**src/rtl/saa_pkg.sv**
```systemverilog
package saa_pkg;

  typedef enum logic [1:0] {
    SAA_FULL  = 2'b00,
    SAA_SWORD = 2'b01,
    SAA_UWORD = 2'b10,
    SAA_ALT   = 2'b11
  } saa_mode_e;

  localparam int unsigned SAA_CR_W   = 4;
  localparam int unsigned SAA_CR_NEG = 3;
  localparam int unsigned SAA_CR_POS = 2;
  localparam int unsigned SAA_CR_ZER = 1;
  localparam int unsigned SAA_CR_SO  = 0;

endpackage

```
**src/rtl/saa_operand_prep.sv**
```systemverilog
module saa_operand_prep
  import saa_pkg::*;
#(
  parameter int unsigned XLEN = 64
) (
  input  logic [XLEN-1:0] idx_i,
  input  saa_mode_e       mode_i,
  output logic [XLEN-1:0] ext_o
);

  localparam int unsigned HALF = XLEN / 2;

  logic [HALF-1:0] low_half;
  logic            low_sign;

  assign low_half = idx_i[HALF-1:0];
  assign low_sign = idx_i[HALF-1];

  always_comb begin
    unique case (mode_i)
      SAA_SWORD: ext_o = {{(XLEN-HALF){low_sign}}, low_half};
      SAA_UWORD: ext_o = {{(XLEN-HALF){1'b0}}, low_half};
      default:   ext_o = idx_i;
    endcase
  end

endmodule

```
**src/rtl/saa_scaler.sv**
```systemverilog
module saa_scaler #(
  parameter int unsigned XLEN = 64,
  parameter int unsigned SHW  = 2
) (
  input  logic [XLEN-1:0] val_i,
  input  logic [SHW-1:0]  sel_i,
  output logic [XLEN-1:0] shifted_o
);

  localparam int unsigned NSH = 1 << SHW;

  logic [XLEN-1:0] cand [NSH];

  for (genvar k = 0; k < NSH; k++) begin : g_cand
    assign cand[k] = {val_i[XLEN-2-k:0], {(k+1){1'b0}}};
  end

  assign shifted_o = cand[sel_i];

endmodule

```
**src/rtl/saa_cond.sv**
```systemverilog
module saa_cond
  import saa_pkg::*;
#(
  parameter int unsigned XLEN = 64
) (
  input  logic [XLEN-1:0]     sum_i,
  input  logic                rec_i,
  input  logic                so_i,
  output logic [SAA_CR_W-1:0] cr_o
);

  logic neg, zer;

  assign neg = sum_i[XLEN-1];
  assign zer = (sum_i == '0);

  always_comb begin
    cr_o = '0;
    if (rec_i) begin
      cr_o[SAA_CR_NEG] = neg;
      cr_o[SAA_CR_POS] = !neg && !zer;
      cr_o[SAA_CR_ZER] = zer;
      cr_o[SAA_CR_SO]  = so_i;
    end
  end

endmodule

```
**src/rtl/saa_unit.sv**
```systemverilog
module saa_unit
  import saa_pkg::*;
#(
  parameter int unsigned XLEN = 64,
  parameter int unsigned SHW  = 2
) (
  input  logic [XLEN-1:0]     opa_i,
  input  logic [XLEN-1:0]     opb_i,
  input  logic [SHW-1:0]      scale_i,
  input  logic [1:0]          mode_i,
  input  logic                rec_i,
  input  logic                so_i,
  output logic [XLEN-1:0]     sum_o,
  output logic [SAA_CR_W-1:0] cr_o
);

  saa_mode_e       mode;
  logic [XLEN-1:0] idx_ext;
  logic [XLEN-1:0] idx_scaled;

  assign mode = saa_mode_e'(mode_i);

  saa_operand_prep #(.XLEN(XLEN)) u_prep (
    .idx_i  (opb_i),
    .mode_i (mode),
    .ext_o  (idx_ext)
  );

  saa_scaler #(.XLEN(XLEN), .SHW(SHW)) u_scale (
    .val_i     (idx_ext),
    .sel_i     (scale_i),
    .shifted_o (idx_scaled)
  );

  assign sum_o = idx_scaled + opa_i;

  saa_cond #(.XLEN(XLEN)) u_cond (
    .sum_i (sum_o),
    .rec_i (rec_i),
    .so_i  (so_i),
    .cr_o  (cr_o)
  );

endmodule

```
**config.mk**
```make
export PLATFORM = sky130hd
export DESIGN_NAME = saa_unit
export DESIGN_NICKNAME = d
export VERILOG_FILES = /design/src/rtl/saa_pkg.sv /design/src/rtl/saa_operand_prep.sv /design/src/rtl/saa_scaler.sv /design/src/rtl/saa_cond.sv /design/src/rtl/saa_unit.sv
export SDC_FILE = /design/constraint.sdc
export NUM_CORES = 1
export LEC_CHECK = 0
export ABC_AREA = 0
export CORE_MARGIN = 4
export CORE_UTILIZATION = 39
export DETAILED_ROUTE_END_ITERATION = 12
export PLACE_DENSITY = 0.75
export SYNTH_ARGS = -nofsm -noshare
export SYNTH_HDL_FRONTEND = slang
export SYNTH_HIERARCHICAL = 1
export SYNTH_SLANG_ARGS = --single-unit
```
**constraint.sdc**
```tcl
create_clock -name vclk -period 16.1
set_input_delay 2.415 -clock vclk [all_inputs]
set_output_delay 2.415 -clock vclk [all_outputs]
set_load 0.1 [all_outputs]
```
==> reports/summary.txt, run 1 <==
Status - finished clean
Die X - 131 um
Cell Count, Final, Fillers Out - 1084
CP peak stage delay - 1.12 ns
Setup TNS - 0 ns
Clock buf count - 0
Core Rows - 44
Pleak - 3.38 nW
Unrepaired setup endpoints after global routing - no
Via Count - 6293
Peak supply drop - 0.000116 V
Nets - 1101
Hold depth - 3
CP Data Arrival Time - 8.79 ns
Total chip power - 0.952 mW
Measured slew at the worst slew-check pin - 1.06 ns
Place WS - 4.83 ns
Fmax - 89.2 MHz
Via density - 5.81
Starting density of the core - 0.403
Final setup fails - 0
Period minus WS final - 11.21 ns
Num sequential - 0
Tcrit/Tclk final - 0.696
Data required, critical path - 13.69 ns
Crit path max-delay cell type - clkdlybuf4s50_1
Number of global-route vias before repair - 5814
Mapped Cells - 777
Flop pwr share - 0
Fin Hold WS - 6.33 ns
DRT iter0 DRCs - 318
First-pass DRT Iterations - 5
Grt total ovfl - 0
Hold Buf Count CTS - 0
Placer congestion estimate - 0.890
WP buf/inv - 3
Maxcap violations - 0
Largest net degree at the start of global routing - 65
Area after DPL - 0.00753 mm^2
CP Max Fanout - 31
Critical path class - input pin to output pin
Boundary Pins - 202
Die Y-Extent - 131 um
Final wirelength - 18200 um
Layout area overhead - 27.7%
Hold_sp - so_i
Max_slew headroom - 0.293
Sequential cell area - 0 um^2
Antenna diodes - 0
Post-CTS resize count - 0
Max-slew violation count - 0
Layout cells sized above 1 - 0.0300
Initial antenna violation count - 0
Sw frac - 0.729
Fin area - 0.00753 mm^2
GRT Overall Usage - 0.194
Clock power frac - 0
Core region area - 0.0146 mm^2
Synthesized Nets - 976
Hpwl dp - 15900 um
Detail Route Antenna Nets - 0
Internal Power - 0.258 mW
First-pass GRT wire length - 27800 um
WHS Endpoint - cr_o[0]
Final core occ - 0.514
Mean Syn Cell Area - 7.59 um^2
Syn Std Cell Area - 0.00590 mm^2
Crit path launch type - input pin
Final-layout fill cell count - 1466
Cell Pwr Density - 126 mW/mm^2
Final hold violations - 0
Gate power share - 1.000
HP Class - input pin to output pin
Placed cell count - 1084
Setup bufs post-CTS - 0
Full die area - 0.0171 mm^2
Yosys Warn Count - 6
Cell family with the largest share of critical-path delay - compound AO/OA/AOI/OAI gates
Wire per inst - 16.8 um
PortBufs - 201
DRC Markers - 0
Crit-path cells - clkdlybuf4s50_1 > inv_1 > ha_1 > a22o_1 > mux2i_1 > mux2i_1 > ha_1 > a21o_1 > a21o_1 > a221oi_1 > o21ai_0 > nor2_1 > a21oi_1 > a221oi_1 > o21ai_0 > xor2_1 > nor4_1 > nand4_1 > nor4_2 > and2_1 > clkdlybuf4s50_1
Setup crit end kind - output pin
Psw - 0.694 mW
Final worst setup slack - 4.89 ns
-- cells in the final DEF (no fill, tap or decap), types with 6 or more instances in the layout --
cell type        count
a21o_1              36
a22o_1              29
o21bai_1            15
nand2_1             55
mux2i_1            120
and3_1               6
ha_1                64
a21oi_1             74
nor4_1              12
o21a_1              13
inv_1               13
nor2_1              34
nand3_1             18
xor2_1              22
clkdlybuf4s50_1    199
xnor2_1             38
o21ai_0             34
nand4_1             20
nor3_1              12
a31oi_1              9
-- cell type report --
| type | instances | area [um^2] | share of cell area |
|---|---|---|---|
| repair buffers | 203 | 2020 | 0.269 |
| well taps | 184 | 230 | 0.0306 |
| multi-input cells | 684 | 5230 | 0.694 |
| inverters | 13 | 48.8 | 0.00648 |
-- worst max-delay path by stage --
stage,startpoint,end,slack [ns],cells past startpoint
6_report,mode_i[1],cr_o[1],4.89,21
5_1_grt,mode_i[1],cr_o[1],4.32,21
4_1_cts,mode_i[1],cr_o[1],4.81,21
3_5_place_dp,mode_i[1],cr_o[1],4.83,21
3_3_place_gp,mode_i[1],cr_o[1],4.82,21
2_1_floorplan,mode_i[1],cr_o[2],4.22,19
-- power by group through the flow --
| stage | combinational (mW) | sequential (mW) | clock (mW) |
|---|---|---|---|
| CTS | 0.951 | 0 | 0 |
| global route | 0.995 | 0 | 0 |
| detailed placement | 0.949 | 0 | 0 |
| floorplan | 0.734 | 0 | 0 |
| global placement | 0.947 | 0 | 0 |
| finish | 0.952 | 0 | 0 |
-- metal layers --
| layer | vias to the layer above | wire length (um) | GRT usage | share of wire |
|---|---|---|---|---|
| met5 | - | 0 | 0 | 0 |
| met4 | 0 | 431 | 0.0430 | 0.024 |
| met3 | 26 | 1140 | 0.0146 | 0.063 |
| met2 | 226 | 8590 | 0.343 | 0.47 |
| met1 | 2875 | 7990 | 0.255 | 0.44 |
| li1 | 3166 | - | - | - |
-- tightest hold or removal path, cell delays in order --
cell             delay [ns]
clkdlybuf4s50_1        0.39
and2_1                 0.15
clkdlybuf4s50_1        0.96
No activity file was read; power rests on OpenSTA's default activity.
==> run 2, diff against run 1 <==
PLACE_DENSITY = 0.78   (was 0.75)
clock period = 9.1 ns   (was 16.1 ns; I/O delays follow)
==> reports/summary.txt, run 2 (synthesis gave the netlist of run 1 again) <==
Setup crit end kind - output pin
Boundary Pins - 202
Final worst setup slack - 1.05 ns
Status - finished clean
Most frequent cells in the layout - clkdlybuf4s50_1 (190), mux2i_1 (120), a21oi_1 (74)
Largest net degree at the start of global routing - 41
DRT iter0 DRCs - 362
DRC Markers - 0
Max_slew headroom - 0.300
Hold Buf Count CTS - 0
CP Data Arrival Time - 6.68 ns
Post-CTS resize count - 0
Crit path max-delay cell type - a221oi_1
Die Y-Extent - 131 um
Core region area - 0.0146 mm^2
CP Max Fanout - 9
GRT Overall Usage - 0.193
Peak supply drop - 0.000202 V
First-pass GRT wire length - 27700 um
Via Count - 6256
Core Rows - 44
Antenna diodes - 0
Tcrit/Tclk final - 0.884
Die X - 131 um
Hpwl dp - 16000 um
First-pass DRT Iterations - 6
HP Class - input pin to output pin
Final-layout fill cell count - 1412
Via density - 5.76
Cell Pwr Density - 223 mW/mm^2
Sequential cell area - 0 um^2
Measured slew at the worst slew-check pin - 1.05 ns
WHS Endpoint - cr_o[1]
Detail Route Antenna Nets - 0
Sw frac - 0.728
Nets - 1104
Period minus WS final - 8.05 ns
Unrepaired setup endpoints after global routing - no
Pleak - 3.43 nW
Psw - 1.23 mW
Crit-path cells - clkdlybuf4s50_1 > inv_1 > ha_1 > a22o_1 > mux2i_1 > mux2i_1 > ha_1 > a21o_1 > a21o_1 > a221oi_1 > o21ai_0 > nor2_1 > a21oi_1 > a221oi_1 > o31ai_1 > xor2_2 > nor4_1 > nand4_1 > nor4_2 > and2_1 > buf_4
Max-slew violation count - 0
Number of global-route vias before repair - 5751
Initial antenna violation count - 0
Data required, critical path - 7.74 ns
Total chip power - 1.69 mW
Footprint of the multi-input gates - 0.00529 mm^2
Wire per inst - 16.7 um
CP peak stage delay - 0.56 ns
Internal Power - 0.460 mW
Maxcap violations - 0
Grt total ovfl - 0
Full die area - 0.0171 mm^2
Cell family with the largest share of critical-path delay - compound AO/OA/AOI/OAI gates
Area after DPL - 0.00759 mm^2
Placer congestion estimate - 0.893
PortBufs - 201
Hold depth - 3
Setup TNS - 0 ns
Clock buf count - 0
Fmax - 124 MHz
Critical path class - input pin to output pin
Num sequential - 0
WP buf/inv - 3
Hold_sp - rec_i
Setup bufs post-CTS - 0
Starting density of the core - 0.403
Crit path launch type - input pin
Final hold violations - 0
Commonest non-fill, non-tap cell in the layout - clkdlybuf4s50_1
Final setup fails - 0
Final core occ - 0.518
Flop pwr share - 0
Layout cells sized above 1 - 0.0509
Layout area overhead - 28.7%
Place WS - 1.08 ns
Fin area - 0.00759 mm^2
Final wirelength - 18200 um
Clock power frac - 0
Gate power share - 1.000
## run 2: cell types whose count changed in the layout (fill, tap and decap cells not counted), sizes merged
cell,before,now
clkdlybuf4s50,199,190
buf,4,16
## run 2: power by group through the flow
stage | Sequential [mW] | Clock (mW) | Combinational, mW
detailed placement | 0 | 0 | 1.69
global route | 0 | 0 | 1.77
finish | 0 | 0 | 1.69
global placement | 0 | 0 | 1.68
floorplan | 0 | 0 | 1.31
CTS | 0 | 0 | 1.69
## run 2: final cells by class
cell class / count / share of cell area
timing repair buffer: 206 / 0.266
multi-input combinational: 684 / 0.697
inverter: 13 / 0.00643
tap: 184 / 0.0303
## run 2: how the worst max path moves through the flow
stage	startpoint	end	slack [ns]	cells past startpoint
finish	mode_i[1]	cr_o[1]	1.05	21
global route	mode_i[1]	cr_o[1]	0.79	22
CTS	mode_i[1]	cr_o[1]	1.07	21
detailed placement	mode_i[1]	cr_o[1]	1.08	21
global placement	mode_i[1]	cr_o[1]	1.12	21
floorplan	mode_i[1]	cr_o[2]	0.48	18
## run 2: through the flow
| stage | hold slack (ns) | instances |
|---|---|---|
| detailed placement | 3.54 | 1087 |
| CTS | 3.54 | 1087 |
| finish | 3.54 | 1087 |
| global route | 3.57 | 1087 |
| floorplan | 3.05 | 777 |
| global placement | 3.53 | 1087 |
## run 2: layer usage
metal	vias up	GRT usage	wire, um
met5	-	0	0
met4	0	0.0345	364
met3	21	0.0187	1160
met2	220	0.338	8500
met1	2856	0.258	8150
li1	3159	-	-
